`config.mk`:
```
export PLATFORM = sky130hd
export DESIGN_NAME = baud_frac_prescaler
export DESIGN_NICKNAME = d
export VERILOG_FILES = /design/src/rtl/baud_presc_pkg.sv /design/src/rtl/baud_div_hold.sv /design/src/rtl/baud_phase_accum.sv /design/src/rtl/baud_period_counter.sv /design/src/rtl/baud_frac_prescaler.sv
export SDC_FILE = /design/constraint.sdc
export NUM_CORES = 1
export LEC_CHECK = 0
export BUFFER_PORTS_ARGS = -buffer_cell sky130_fd_sc_hd__buf_2
export CAP_MARGIN = 20
export CORE_MARGIN = 2
export CORE_UTILIZATION = 50
export DETAILED_ROUTE_END_ITERATION = 7
export PLACE_DENSITY = 0.72
export SYNTH_ARGS = -nofsm -noshare
export SYNTH_HDL_FRONTEND = slang
export SYNTH_SLANG_ARGS = --single-unit
```
`constraint.sdc`:
```
create_clock -name clk -period 6 [get_ports clk]
set_input_delay 0.9 -clock clk [delete_from_list [all_inputs] [get_ports clk]]
set_output_delay 0.9 -clock clk [all_outputs]
set_load 0.05 [all_outputs]
```
`src/rtl/baud_presc_pkg.sv`:
```
package baud_presc_pkg;
  localparam int unsigned DEF_INT_W  = 14;
  localparam int unsigned DEF_FRAC_W = 3;
endpackage

```
`src/rtl/baud_div_hold.sv`:
```
module baud_div_hold #(
  parameter int unsigned INT_W  = 14,
  parameter int unsigned FRAC_W = 3
) (
  input  logic              clk,
  input  logic              rst_n,
  input  logic              load,
  input  logic [INT_W-1:0]  int_in,
  input  logic [FRAC_W-1:0] frac_in,
  output logic [INT_W-1:0]  int_q,
  output logic [FRAC_W-1:0] frac_q
);
  logic [INT_W-1:0]  int_d;
  logic [FRAC_W-1:0] frac_d;

  always_comb begin
    int_d  = int_q;
    frac_d = frac_q;
    if (load) begin
      int_d  = int_in;
      frac_d = frac_in;
    end
  end

  always_ff @(posedge clk or negedge rst_n) begin
    if (!rst_n) begin
      int_q  <= '0;
      frac_q <= '0;
    end else begin
      int_q  <= int_d;
      frac_q <= frac_d;
    end
  end
endmodule

```
`src/rtl/baud_phase_accum.sv`:
```
module baud_phase_accum #(
  parameter int unsigned FRAC_W = 3
) (
  input  logic              clk,
  input  logic              rst_n,
  input  logic              run,
  input  logic              step,
  input  logic [FRAC_W-1:0] frac,
  output logic [FRAC_W-1:0] acc_q,
  output logic              carry
);
  logic [FRAC_W:0]   sum;
  logic [FRAC_W-1:0] acc_d;

  always_comb begin
    sum   = {1'b0, acc_q} + {1'b0, frac};
    carry = sum[FRAC_W];
    if (!run) begin
      acc_d = '0;
    end else if (step) begin
      acc_d = sum[FRAC_W-1:0];
    end else begin
      acc_d = acc_q;
    end
  end

  always_ff @(posedge clk or negedge rst_n) begin
    if (!rst_n) begin
      acc_q <= '0;
    end else begin
      acc_q <= acc_d;
    end
  end
endmodule

```
`src/rtl/baud_period_counter.sv`:
```
module baud_period_counter #(
  parameter int unsigned CNT_W = 15
) (
  input  logic             clk,
  input  logic             rst_n,
  input  logic             run,
  input  logic [CNT_W-1:0] last,
  output logic [CNT_W-1:0] cnt_q,
  output logic             tick
);
  logic [CNT_W-1:0] cnt_d;

  always_comb begin
    tick = run && (cnt_q == last);
    if (!run || tick) begin
      cnt_d = '0;
    end else begin
      cnt_d = cnt_q + CNT_W'(1);
    end
  end

  always_ff @(posedge clk or negedge rst_n) begin
    if (!rst_n) begin
      cnt_q <= '0;
    end else begin
      cnt_q <= cnt_d;
    end
  end
endmodule

```
`src/rtl/baud_frac_prescaler.sv`:
```
module baud_frac_prescaler
  import baud_presc_pkg::*;
#(
  parameter int unsigned INT_W  = DEF_INT_W,
  parameter int unsigned FRAC_W = DEF_FRAC_W
) (
  input  logic              clk,
  input  logic              rst_n,
  input  logic              en,
  input  logic [INT_W-1:0]  div_int,
  input  logic [FRAC_W-1:0] div_frac,
  output logic              tick
);
  localparam int unsigned CNT_W = INT_W + 1;

  logic [INT_W-1:0]  n_q;
  logic [FRAC_W-1:0] f_q;
  logic [FRAC_W-1:0] acc_q;
  logic              carry;
  logic              load;
  logic [CNT_W-1:0]  cnt_q;
  logic [CNT_W-1:0]  n_eff;
  logic [CNT_W-1:0]  last;

  assign load = !en || tick;

  baud_div_hold #(.INT_W(INT_W), .FRAC_W(FRAC_W)) u_hold (
    .clk     (clk),
    .rst_n   (rst_n),
    .load    (load),
    .int_in  (div_int),
    .frac_in (div_frac),
    .int_q   (n_q),
    .frac_q  (f_q)
  );

  baud_phase_accum #(.FRAC_W(FRAC_W)) u_acc (
    .clk   (clk),
    .rst_n (rst_n),
    .run   (en),
    .step  (tick),
    .frac  (f_q),
    .acc_q (acc_q),
    .carry (carry)
  );

  always_comb begin
    if (n_q == '0) begin
      n_eff = CNT_W'(1) << INT_W;
    end else begin
      n_eff = {1'b0, n_q};
    end
    last = n_eff - CNT_W'(1) + CNT_W'(carry);
  end

  baud_period_counter #(.CNT_W(CNT_W)) u_cnt (
    .clk   (clk),
    .rst_n (rst_n),
    .run   (en),
    .last  (last),
    .cnt_q (cnt_q),
    .tick  (tick)
  );
endmodule

```
==> run metrics, run 1 <==
Top Usage Layer GRT met2; Worst Clk Skew around 0.0076 ns; initial drt markers 102; largest net degree at the start of global routing 36; HP Class reg -> reg; min Tclk post-route between 4 and 5 ns; Synth Flop Type dfrtp_1; actual slew at the worst max-slew pin 0.791 ns; max-cap violations 0; DRC Markers 0; number of cells after detailed placement around 270; clock root buffer clkbuf_8; setup TNS 0 ns; Worst Hold Launch u_hold.frac_q[1]; Peak supply drop just over 0.1 mV; antenna violations before repair 0; CTS Buffer Depth 2; post-synth top area cell dfrtp_1; I/O Buffers 20; most used cell, CP ha_1; Hold WS about 0.52 ns; GR Util All Layers 0.187; Area contributors post-synth dfrtp_1 40%, xnor2_1 7.2%, mux2_4 6.8%; YS warnings 0; sequential power share 0.526; layout cells sized above 1 0.202; RR Endpoint u_hold.int_q[8]; unrepaired setup endpoints after global routing false; Post-synth top cells 35 x dfrtp_1, 22 x nor2_1, 18 x xnor2_1; switch share 0.276; gpl congestion between 0.8 and 0.9; part of the power in combinational logic 0.158; Req. time, crit path between 5 and 6 ns; DR pass1 iterations 4; Worst path max stage delay between 0.5 and 0.6 ns; register area share after synthesis 0.400; clock tree from TritonCTS yes; crit end category output port; hpwl dp about 3000 um; met1 track demand over resource 0.242; largest family of logic cells by synthesized area simple AND/OR/NAND/NOR gates; Synth Instances ~210; global-route wire length before repair 7240 um; Layout Cells excl Fill 280; CP Class reg -> out; final setup fails 0; Hold Crit Depth 1; Buf/Inv on CP 1; synth unique cells 50; Reg-to-Reg Start u_hold.frac_q[1]; Worst R2R Path Depth 12; cell leakage power approximately 1.0 nW; CTS Hold Bufs 0; mux cell area share after synthesis 0.118; Placeable Area around 4300 sq um; crit-path max FO 7; crit path cell chain ha_1, a21o_1, a21oi_1, ha_1, ha_1, nor3b_1, a21boi_0, o311ai_0, a22oi_1, nor4_2, and2_1, buf_2; Reg clk slew, reported paths about 0.060 ns; fin nets around 250; final slew viol count 0; Routed Antenna Nets 0; crit path max-delay cell type nor4_2; clock share of power 0.316; average routed wire per standard cell roughly 15 um; FF-to-FF setup slack between 1.5 and 2 ns; Slew HR 0.473; Post-CTS Resized 0; PwrDens ~220 nW/um^2; worst skew pair latency between 0.2 and 0.3 ns; H-tree levels 2; fraction of registers with async set/reset 1.00; most common cell in the synthesized netlist dfrtp_1; via count ~1500; antenna cell count 0; post-synthesis compound-gate area fraction 0.0845; Die X around 70 um; simple-gate portion of the synthesized area 0.195; Ports 21; synthesized net count 234; status finished, final reports clean; CTS buffer count 5; vias in the first global route about 1600; GR Util met2 0.301; share of the synthesized area in the top cell type 0.400; internal power 0.373 mW; total gr overflow 0; number of flops mapped to enable cells by yosys 0; met3 global-route usage 0.0592; Post-CTS Setup Bufs 0; CP Data Arrival Time 3.90 ns; Fin. Hold Viols 0; crit path from u_hold.frac_q[1]; # clock sinks 35; Via density between 5 and 6; Die Y approximately 70 um; NetSw around 0.14 mW; final wirelength between 4000 and 5000 um; Tcrit/Tclk final 0.800; crit path launch type register; # rows 24; adder-cell share of the synthesized area 0.0434; synthesized area between 2000 and 2500 sq um; Area growth, synth to finish 8.62%; FMAX ~210 MHz; Worst path top cell family by delay simple AND/OR/NAND/NOR gates; Post-Synth XOR/XNOR Area 0.116; final non-filler cell area between 2000 and 2500 sq um; Die Area 4930 sq um; Seq cells post-synth 35; DP Area ~2300 sq um; Worst Hold Endpoint u_hold.frac_q[1]; syn_area_per_cell 10.6 sq um; Initial Util 0.510
-- layout by cell type (no fill, tap or decap), types with 8 or more instances in the layout --
cell type	count
buf_2	20
dfrtp_1	35
inv_1	8
mux2_4	10
nand2_1	11
nor2_1	22
xnor2_1	18
xor2_1	11
-- sequential cells by signal, indices dropped and copies added (netlist names) --
signal         cells
u_hold.frac_q      3
u_cnt.cnt_q       15
u_hold.int_q      14
u_acc.acc_q        3
-- worst reg2reg max path, cell delays in order (launching register included) --
cell and delay (ns):
dfrtp_1 0.39, ha_1 0.29, a21o_1 0.17, a21oi_1 0.17, ha_1 0.24, ha_1 0.26
nor3b_1 0.37, a21boi_0 0.14, o311ai_0 0.34, a22oi_1 0.20, o41ai_4 0.79, buf_4 0.43
mux2_4 0.34
-- layer usage --
metal	up-vias	wire, um
met1	745	1940
met2	22	2010
li1	767	-
met5	-	0
met4	0	74
met3	10	133
-- worst max path at each step --
stage | endpoint | slack, ns | cells after the start
floorplan | tick | 1.83 | 11
global route | tick | 0.91 | 12
detailed placement | tick | 1.47 | 12
CTS | tick | 1.17 | 12
global placement | tick | 1.59 | 12
finish | tick | 1.20 | 12
-- kinds of logic after synthesis --
family | Yosys count
fa+ha+maj | 7
xor+xnor | 29
flops | 35
mux | 20
compound gates | 23
buf+inv | 16
simple gates | 77
-- area by class of cell --
| type | instances | area [sq um] |
|---|---|---|
| Fill cell | 413 | 1910 |
| Timing Repair Buffer | 21 | 108 |
| Multi-Input combinational cell | 156 | 1220 |
| Tap cell | 52 | 65.1 |
| Clock inverter | 1 | 5.00 |
| Inverter | 8 | 30.0 |
| Clock buffer | 7 | 76.3 |
| Sequential cell | 35 | 876 |
-- metrics by stage --
step | total power [mW] | worst slack, ns | utilization
after floorplan | 0.334 | 1.83 | -
after global placement | 0.356 | 1.59 | 0.536
after detailed placement | 0.357 | 1.47 | 0.536
after CTS | 0.521 | 1.17 | 0.554
after global routing | 0.542 | 0.909 | 0.554
final | 0.515 | 1.20 | 0.554
-- power by group through the flow --
stage	Sequential [mW]	Clock [mW]	Combinational [mW]
6_report	0.271	0.163	0.0813
5_1_grt	0.274	0.178	0.0904
4_1_cts	0.271	0.168	0.0822
3_5_place_dp	0.276	0	0.0818
3_3_place_gp	0.276	0	0.0803
2_1_floorplan	0.265	0	0.0692
(Power assumes the default switching activity.)
==> inputs of run 2 (changes only) <==
--- a/config.mk
+++ b/config.mk
@@ -10,7 +10,7 @@
 export CORE_MARGIN = 2
 export CORE_UTILIZATION = 50
 export DETAILED_ROUTE_END_ITERATION = 7
-export PLACE_DENSITY = 0.72
+export PLACE_DENSITY = 0.75
 export SYNTH_ARGS = -nofsm -noshare
 export SYNTH_HDL_FRONTEND = slang
 export SYNTH_SLANG_ARGS = --single-unit
==> constraint.sdc (replaced) <==
create_clock -name clk -period 4.05 [get_ports clk]
set_input_delay 0.6075 -clock clk [delete_from_list [all_inputs] [get_ports clk]]
set_output_delay 0.6075 -clock clk [all_outputs]
set_load 0.05 [all_outputs]
==> run 2 against run 1 <==
  * Wire length up 1.1%
  * Via count increased by 3.4%
  * Clock skew fell by 0.00076 ns
  * First-iteration DRC count increased by 25%
  * Non-clock buffer count grew 4
  * Final cell count grew 1.4%
  * Critical path depth is the same
  * Final area is 5.1% higher
  * Flip-flop and latch count is the same
  * Die area stayed put
  * Clock-buffer cell count shrank 2
  * Register-to-register slack got worse by 1.4 ns
  * Largest cell class unchanged
==> run metrics, run 2 (synthesis results as in run 1) <==
status finished, final reports clean; crit path launch type register; clock root buffer clkbuf_8; worst skew pair latency ~0.29 ns; switch share 0.285; Top Registers u_cnt.cnt_q x15, u_hold.int_q x14; RR Endpoint u_hold.int_q[8]; NetSw 0.224 mW; Placeable Area between 4000 and 5000 sq um; clock tree from TritonCTS yes; CTS Hold Bufs 0; Slew HR 0.486; H-tree levels 2; Die Y between 70 and 80 um; Biggest register u_cnt.cnt_q; GR Util All Layers 0.184; crit end category output port; antenna violations before repair 0; Die X between 70 and 80 um; crit-path max FO 7; DR pass1 iterations 4; Reg clk slew, reported paths 0.07 ns; PwrDens 314 nW/um^2; global-route wire length before repair ~7000 um; fin nets between 200 and 300; hpwl dp a little over 3000 um; # rows 24; # clock sinks 35; Worst R2R Path Depth 14; commonest non-fill, non-tap cell in the layout dfrtp_1; CP Data Arrival Time around 3.2 ns; Ports 21; average routed wire per standard cell about 15 um; Tcrit/Tclk final 0.948; part of the power in combinational logic 0.174; initial drt markers 127; final wirelength about 4200 um; min Tclk post-route between 3 and 4 ns; fillers 376; CTS buffer count 5; vias in the first global route around 1500; Req. time, crit path 3.44 ns; max FFs per register 15; CP Class reg -> out; internal power around 0.56 mW; actual slew at the worst max-slew pin slightly below 0.8 ns; Register Area just under 900 sq um; Worst Clk Skew 0.00684 ns; commonest non-fill, non-tap cells in the layout 35 x dfrtp_1, 22 x nor2_1, 19 x buf_2; DRC Markers 0; I/O Buffers 20; Fin. Hold Viols 0; final setup fails 0; antenna cell count 0; final slew viol count 0; Hold WS 0.392 ns; Multi-input gate area 1310 sq um; Area growth, synth to finish 14.2%; setup TNS 0 ns; unrepaired setup endpoints after global routing false; CTS Buffer Depth 2; clock share of power 0.310; Routed Antenna Nets 0; max-cap violations 0; FF-to-FF setup slack ~0.37 ns; sequential power share 0.516; via count ~1600; largest net degree at the start of global routing 36; Initial Util 0.510; layout cells sized above 1 0.254; total gr overflow 0; gpl congestion just under 0.9; FMAX between 200 and 300 MHz; Die Area slightly below 5000 sq um; Peak supply drop between 0.15 and 0.2 mV; Via density about 5.6; cell leakage power 1.09 nW; HP Class in -> async; Reg-to-Reg Start u_hold.frac_q[1]
run 2: cell types whose count changed in the layout (fill, tap and decap cells not counted), sizes merged:
cell / delta
clkinv: +2
clkbuf: -2
buf: +4
run 2: power by group through the flow:
stage	Sequential [mW]	Combinational (mW)	Clock (mW)
final	0.405	0.137	0.243
after global routing	0.409	0.151	0.268
after CTS	0.402	0.124	0.252
after detailed placement	0.408	0.121	0
after global placement	0.408	0.120	0
after floorplan	0.392	0.102	0
run 2: through the flow:
stage / cells / total power [mW] / util / instance area (sq um) / setup WS (ns)
after floorplan: 207 / 0.495 / - / 2190 / 0.168
after global placement: 274 / 0.528 / 0.539 / 2310 / 0.242
after detailed placement: 274 / 0.529 / 0.539 / 2310 / 0.0930
after CTS: 283 / 0.778 / 0.563 / 2420 / 0.0105
after global routing: 284 / 0.827 / 0.583 / 2500 / 0.00448
final: 284 / 0.785 / 0.583 / 2500 / 0.212
run 2: worst max path at each step:
stage                     startpoint    to  slack [ns]
finish                u_acc.acc_q[1]  tick        0.21
global route        u_hold.frac_q[1]  tick       0.004
CTS                 u_hold.frac_q[1]  tick        0.01
detailed placement  u_hold.frac_q[1]  tick        0.09
global placement    u_hold.frac_q[1]  tick        0.24
floorplan           u_hold.frac_q[1]  tick        0.17
run 2: area by class of cell:
class / instances / share of cell area
tap: 52 / 0.0260
sequential: 35 / 0.350
clock buffer: 5 / 0.0275
multi-input combinational: 156 / 0.521
timing repair buffer: 25 / 0.0575
inverter: 8 / 0.0120
clock inverter: 3 / 0.00600
run 2: worst max-delay path, cell delays in order, from the launching register on:
cell and delay [ns]:
dfrtp_1 0.40, ha_1 0.28, a21o_1 0.10, a21oi_1 0.06, ha_2 0.22, ha_4 0.19
or3_4 0.40, a2111oi_4 0.31, a21oi_1 0.11, nand4bb_4 0.23, nor4_4 0.31, and2_1 0.17
buf_6 0.15
run 2: layer usage:
layer / vias to the layer above / global-route usage / wire, um
li1: 775 / - / -
met5: - / 0 / 0
met3: 9 / 0.0491 / 173
met2: 36 / 0.279 / 2080
met4: 0 / 0.0705 / 96
met1: 777 / 0.252 / 1860
run 2: timing repair:
item,4_1_cts,5_1_grt
gates resized for setup,3,15
setup endpoints to repair,1,1
buffers inserted,1,1
pin swaps,1,7
